**src/rtl/ppi_mode0.sv**
```systemverilog
module ppi_mode0 (
  input  logic        clk,
  input  logic        rst_n,
  input  logic [15:0] io_addr,
  input  logic [7:0]  wr_data,
  input  logic        wr_en,
  input  logic        rd_en,
  output logic [7:0]  rd_data,
  input  logic [7:0]  pa_in,
  output logic [7:0]  pa_out,
  output logic [7:0]  pa_oe,
  input  logic [7:0]  pb_in,
  output logic [7:0]  pb_out,
  output logic [7:0]  pb_oe,
  input  logic [7:0]  pc_in,
  output logic [7:0]  pc_out,
  output logic [7:0]  pc_oe
);
  logic       sel;
  logic [1:0] reg_sel;
  logic       a_inp, b_inp, cu_inp, cl_inp;
  logic [7:0] a_lat, b_lat, c_lat;
  logic [7:0] c_rd;

  assign sel     = ~io_addr[11];
  assign reg_sel = io_addr[9:8];

  always_ff @(posedge clk or negedge rst_n) begin
    if (!rst_n) begin
      a_inp  <= 1'b1;
      b_inp  <= 1'b1;
      cu_inp <= 1'b1;
      cl_inp <= 1'b1;
      a_lat  <= '0;
      b_lat  <= '0;
      c_lat  <= '0;
    end else if (wr_en && sel) begin
      case (reg_sel)
        2'd0: a_lat <= wr_data;
        2'd1: b_lat <= wr_data;
        2'd2: c_lat <= wr_data;
        default: begin
          if (wr_data[7]) begin
            a_inp  <= wr_data[4];
            cu_inp <= wr_data[3];
            b_inp  <= wr_data[1];
            cl_inp <= wr_data[0];
            a_lat  <= '0;
            b_lat  <= '0;
            c_lat  <= '0;
          end else begin
            c_lat[wr_data[3:1]] <= wr_data[0];
          end
        end
      endcase
    end
  end

  assign pa_out = a_lat;
  assign pb_out = b_lat;
  assign pc_out = c_lat;
  assign pa_oe  = {8{~a_inp}};
  assign pb_oe  = {8{~b_inp}};
  assign pc_oe  = {{4{~cu_inp}}, {4{~cl_inp}}};

  assign c_rd[7:4] = cu_inp ? pc_in[7:4] : c_lat[7:4];
  assign c_rd[3:0] = cl_inp ? pc_in[3:0] : c_lat[3:0];

  always_comb begin
    rd_data = 8'hFF;
    if (rd_en && sel) begin
      case (reg_sel)
        2'd0:    rd_data = a_inp ? pa_in : a_lat;
        2'd1:    rd_data = b_inp ? pb_in : b_lat;
        2'd2:    rd_data = c_rd;
        default: rd_data = 8'hFF;
      endcase
    end
  end
endmodule

```
**config.mk**
```make
export PLATFORM = sky130hd
export DESIGN_NAME = ppi_mode0
export DESIGN_NICKNAME = d
export VERILOG_FILES = /design/src/rtl/ppi_mode0.sv
export SDC_FILE = /design/constraint.sdc
export NUM_CORES = 1
export LEC_CHECK = 0
export ABC_AREA = 1
export CAP_MARGIN = 20
export CORE_MARGIN = 1.5
export CORE_UTILIZATION = 44
export DETAILED_ROUTE_END_ITERATION = 8
export PLACE_DENSITY_LB_ADDON = 0.05
export SYNTH_ARGS = -nofsm -noshare
export SYNTH_HDL_FRONTEND = slang
export SYNTH_SLANG_ARGS = --single-unit
```
**constraint.sdc**
```tcl
create_clock -name clk -period 2.8 [get_ports clk]
set_input_delay 0.56 -clock clk [delete_from_list [all_inputs] [get_ports clk]]
set_output_delay 0.56 -clock clk [all_outputs]
set_load 0.02 [all_outputs]
```
; ---- Word-level counts from Yosys, hierarchy flattened
; Index checks and enable logic that the tools add are counted.
[word_totals]
ff_bits = 28
inputBits = 52
output_inout_bits = 56
word_cells = 48
[classes]
order_cmp = 2
eq_ne = 2
muxes = 14
bitwise = 9
n_reduce_logical = 14
[op_table]
columns = cell, n
row1 = $pmux 8 s2, 3
row2 = $mux 8, 5
row3 = $pmux 8 s3, 1
row4 = $not 1->1, 9
row5 = $reduce_and 3->1, 3
row6 = $bwmux 8, 1
row7 = $mux 4, 2
row8 = $reduce_or 2->1, 3
row9 = $lt 3x4->1 const B, 1
row10 = $reduce_bool 2->1, 2
row11 = $demux 1 s3, 1
row12 = $ge 3x1->1 const B, 1
row13 = $logic_and 1x1->1, 3
row14 = $reduce_or 3->1, 1
row15 = $eq 2x1->1 const B, 1
row16 = $eq 2x2->1 const B, 1
row17 = $logic_not 2->1, 1
row18 = $reduce_and 2->1, 1
row19 = $mux 1, 1

; ---- Logic depth before layout (Yosys ltp)
[depth]
word_depth = 7
ltp_mapped = 11
ltp_nobuf = 9

; ---- Least setup slack after synthesis
; No wires, ideal clock.
[synth_path]
kind = register to output
start = register a_inp
end = output port rd_data[6]
arrival_time_ns = 1.518
t_required_ns = 2.240
setup_slack_ns = 0.722
path_stages_with_launch = 5
path_buffers = 1
cell_sequence = dfstp_2 -> buf_2 -> clkinv_1 -> o21ai_0 -> nand4_1
[synth_via]
elab_chain_cells = 3
[synth_rtl]
columns = item, line
row1 = from (decl), 21  ; logic a_inp, b_inp, cu_inp, cl_inp;
row2 = from (signal assigned), 44  ; a_inp <= wr_data[4];
row3 = $mux 8, 73  ; 2'd0: rd_data = a_inp ? pa_in : a_lat;
row4 = $pmux 8 s3, 72  ; case (reg_sel)
row5 = $mux 8, 71  ; if (rd_en && sel) begin
row6 = to (decl), 8  ; output logic [7:0] rd_data,
; Every way passes these cells.

; ---- Worst setup path after layout
[layout_path]
start = input port io_addr[9]
end = output port rd_data[7]
[layout_via]
elab_chain_cells = 3
word_cells_on_any_way = 5
cone_classes = eq/ne (2) / mux (2) / reduce/logical (1)
[layout_rtl]
columns = item, line
row1 = from (decl), 4  ; input logic [15:0] io_addr,
row2 = "$eq 2x2->1, or another cell as far along", 72
row3 = $pmux 8 s3 *, 72
row4 = $mux 8 *, 71
; Every way passes the cells marked *; elsewhere a longest branch is shown, timed or not.

==> impl_metrics.tcl <==
set metrics [dict create \
    yosysTopAreaCellShare_pct 29.5 \
    synth_mux_area_share_pct 0 \
    place_area_um2 3050 \
    mean_instance_size_in_the_synthesized_netlist_um2 6.34 \
    layout_setup_ws_ns 0.150 \
    synth_top_cell_by_area "sky130_fd_sc_hd__nand2_1" \
    cts-buffers-inserted 3 \
    cts.reportedPaths.clkPinSlew_ns 0.10 \
    placement_rows 25 \
    clock_tree_from_tritoncts "done" \
    cts-hold-fix-buffers 0 \
    min_path_cells 2 \
    area_taken_by_multi_input_logic_gates_um2 1150 \
    viasPerCell 4.88 \
    min_path_type "reg -> reg" \
    worstPathRequired_ns 2.24 \
    synth-compound-area-share_pct 7.59 \
    synthSimpleGateAreaFrac_pct 43.0 \
    seq_area_frac_synth_pct 32.4 \
    chipWidth_um 73.3 \
    worst-r2r-setup-slack_ns 1.63 \
    worst_setup_path_end_kind "output port" \
    yosysWarningCount 0 \
    period_share_pct 94.7 \
    worst_ir_drop_vdd_uv 258 \
    p_leak_nw 1.47 \
    final_common_cell "sky130_fd_sc_hd__nand2_1" \
    core_region_area_um2 4750 \
    timing_max_transition_violations_final 0 \
    die-area_um2 5380 \
    outcome "finished, final reports clean" \
    number_of_antenna_violations_at_the_first_check_in_global_routing 0 \
    num_antenna_cells 0 \
    maximum_number_of_pins_on_one_net_before_global_route_repair 29 \
    drt_drc_violations_left 0 \
    synth.ff_latch_count 28 \
    detail_route.first_pass.iterations 4 \
    pre_cts_setup_slack_ns -0.163 \
    worst_max_slew_margin_expressed_relative_to_the_limit_pct 72.3 \
    dr_total_vias 2369 \
    drt-wirelength-per-cell_um 13.1 \
    finish.net_count 475 \
    areaGrowthSynthToFinish_pct 41.7 \
    finalWorstPathRequiredPeriod_ns 2.65 \
    power_density_nw_per_um2 490 \
    synth.lib_cells_used.distinct 26 \
    final.setup.tns_ns 0 \
    grt_util_all_layers_pct 24.9 \
    first_global_vias 2139 \
    ios 108 \
    grt_pass1_wl_um 10400 \
    crit_type "in -> out" \
    floorplan.initialDensity_pct 45.8 \
    max_clock_freq_mhz 377 \
    setup.worst_path.start_class "primary input" \
    drt.antenna.violating_nets 0 \
    fin_hold_ws_ns 0.516 \
    hold_start "pb_out[1]" \
    worst_case_clock_skew_ns 0 \
    syn-instance-count 343 \
    die_h_um 73.3 \
    fillerInstances 446 \
    clock_latency_ns 0.28 \
    stdcell_area_um2 3080 \
    post-layout-total-power_w 0.00151 \
    wl_um 6330 \
    io_buffer_count 94 \
    postSynthNetCount 399 \
    final_cell_mix "sky130_fd_sc_hd__nand2_1 (171), sky130_fd_sc_hd__clkdlybuf4s50_1 (86), sky130_fd_sc_hd__nor2_1 (24), sky130_fd_sc_hd__dfrtp_1 (24), sky130_fd_sc_hd__inv_1 (16)" \
    tightestPinTransition_ns 0.413 \
    rsz0062_at_grt "false" \
    timing.reg2reg.worst_path_depth 2 \
    ff_latch_area_um2 706 \
    main_combinational_cell_family_by_area_after_synthesis "simple AND/OR/NAND/NOR gates" \
    worst_r2r_startpoint "a_inp" \
    cts_max_path_buffers 2 \
    synthesis.area_um2 2180 \
    synth_area_leaders "sky130_fd_sc_hd__nand2_1 (29%), sky130_fd_sc_hd__dfrtp_1 (28%), sky130_fd_sc_hd__buf_4 (6.9%)" \
    drv_cap 0 \
    synthAdderAreaFrac_pct 2.30 \
    grt_overflow 0 \
    worst-path-max-fanout 9 \
    hpwl_um 4890 \
    worst_hold_path.endpoint "pb_out[1]" \
    rr_endpoint "a_inp" \
    drive_above_1_share_pct 8.61 \
    setup-violations-final 0 \
    final_hold_viol_count 0 \
    detailedRoute.firstIterationViolations 164 \
    cts_max_level 1 \
    clock_sink_count 28 \
    synth-xor-area-share_pct 0 \
    worst-endpoint-arrival_ns 2.09 \
    gp_congestion 0.937 \
    clock_tree.root_cell "sky130_fd_sc_hd__clkbuf_8" \
]
## metal layers
| layer | up-vias | global-route usage (%) | wire (um) |
|---|---|---|---|
| met5 | - | 0 | 0 |
| li1 | 1189 | - | - |
| met4 | 0 | 5.56 | 68 |
| met1 | 1105 | 34.5 | 2830 |
| met2 | 69 | 42.2 | 3120 |
| met3 | 6 | 2.33 | 316 |
## state kept, by name, indices dropped and copies added, names as in the netlist
| register | count |
|---|---|
| pa_out | 8 |
| b_inp | 1 |
| cu_inp | 1 |
| pb_out | 8 |
| cl_inp | 1 |
| pc_out | 8 |
| a_inp | 1 |
## worst max path at each step
stage | from | end | slack (ns) | cells after the start
6_report | io_addr[9] | rd_data[7] | 0.15 | 8
5_1_grt | io_addr[9] | rd_data[7] | 0.007 | 8
4_1_cts | io_addr[9] | rd_data[6] | 0.09 | 8
3_5_place_dp | io_addr[8] | rd_data[6] | -0.16 | 8
3_3_place_gp | io_addr[8] | rd_data[6] | -0.13 | 8
2_1_floorplan | a_inp | rd_data[6] | 0.72 | 4
## what timing repair did
item	in CTS	in global routing
pin swaps	0	0
resized for setup	9	12
setup endpoints to repair	8	8
setup buffers	0	0
## synthesized netlist by cell type
library cell               count
sky130_fd_sc_hd__nand4_1       9
sky130_fd_sc_hd__nand2_4       2
sky130_fd_sc_hd__a21oi_4       1
sky130_fd_sc_hd__inv_1        16
sky130_fd_sc_hd__nand3_1       7
sky130_fd_sc_hd__clkinv_2      1
sky130_fd_sc_hd__nor2_1       24
sky130_fd_sc_hd__inv_2         2
sky130_fd_sc_hd__dfstp_2       4
sky130_fd_sc_hd__a21oi_1       5
sky130_fd_sc_hd__nor2_4        1
sky130_fd_sc_hd__buf_1         1
sky130_fd_sc_hd__nor2_2        2
sky130_fd_sc_hd__buf_6         3
sky130_fd_sc_hd__nand2_1     171
sky130_fd_sc_hd__nand3b_1      7
sky130_fd_sc_hd__buf_2         9
sky130_fd_sc_hd__ha_1          4
sky130_fd_sc_hd__nand2_2       2
sky130_fd_sc_hd__clkinv_1      3
sky130_fd_sc_hd__o21ai_0      15
sky130_fd_sc_hd__clkbuf_1      1
sky130_fd_sc_hd__dfrtp_1      24
sky130_fd_sc_hd__o21ai_1       8
sky130_fd_sc_hd__a21oi_2       1
sky130_fd_sc_hd__buf_4        20
## area by class of cell
cell class / count / share of cell area [%]
tap: 67 / 2.72
multi-input combinational: 259 / 37.4
timing repair buffer: 105 / 32.5
clock buffer: 4 / 1.78
inverter: 22 / 2.72
sequential: 28 / 22.9
## metrics by stage
| step | instances | util [%] |
|---|---|---|
| after floorplan | 343 | - |
| after global placement | 481 | 64.1 |
| after detailed placement | 481 | 64.1 |
| after CTS | 485 | 65.1 |
| after global routing | 485 | 64.9 |
| final | 485 | 64.9 |
## power by group
group,switching [W],total [W],internal (W),leakage [nW]
logic,0.000400,0.000733,0.000333,1.08
clock network,0.000133,0.000259,0.000126,0.0288
registers,0.0000524,0.000519,0.000466,0.366
total,0.000586,0.00151,0.000926,1.47
## logic make-up (layout without fill, tap and decap cells)
family | Yosys count | count (layout)
AND/OR/NAND/NOR | 225 | 225
adder cells (fa/ha/maj) | 4 | 4
AO/OA/AOI/OAI | 30 | 30
flip-flops | 28 | 28
buffers and inverters | 56 | 131
## critical path, stage by stage
cell and delay, ns:
sky130_fd_sc_hd__clkdlybuf4s50_1 0.46, sky130_fd_sc_hd__inv_1 0.12, sky130_fd_sc_hd__ha_1 0.19, sky130_fd_sc_hd__clkinv_2 0.16
sky130_fd_sc_hd__nor2_1 0.13, sky130_fd_sc_hd__o21ai_0 0.09, sky130_fd_sc_hd__nand4_1 0.08, sky130_fd_sc_hd__clkdlybuf4s15_1 0.30
No activity file was read; power rests on OpenSTA's default activity.
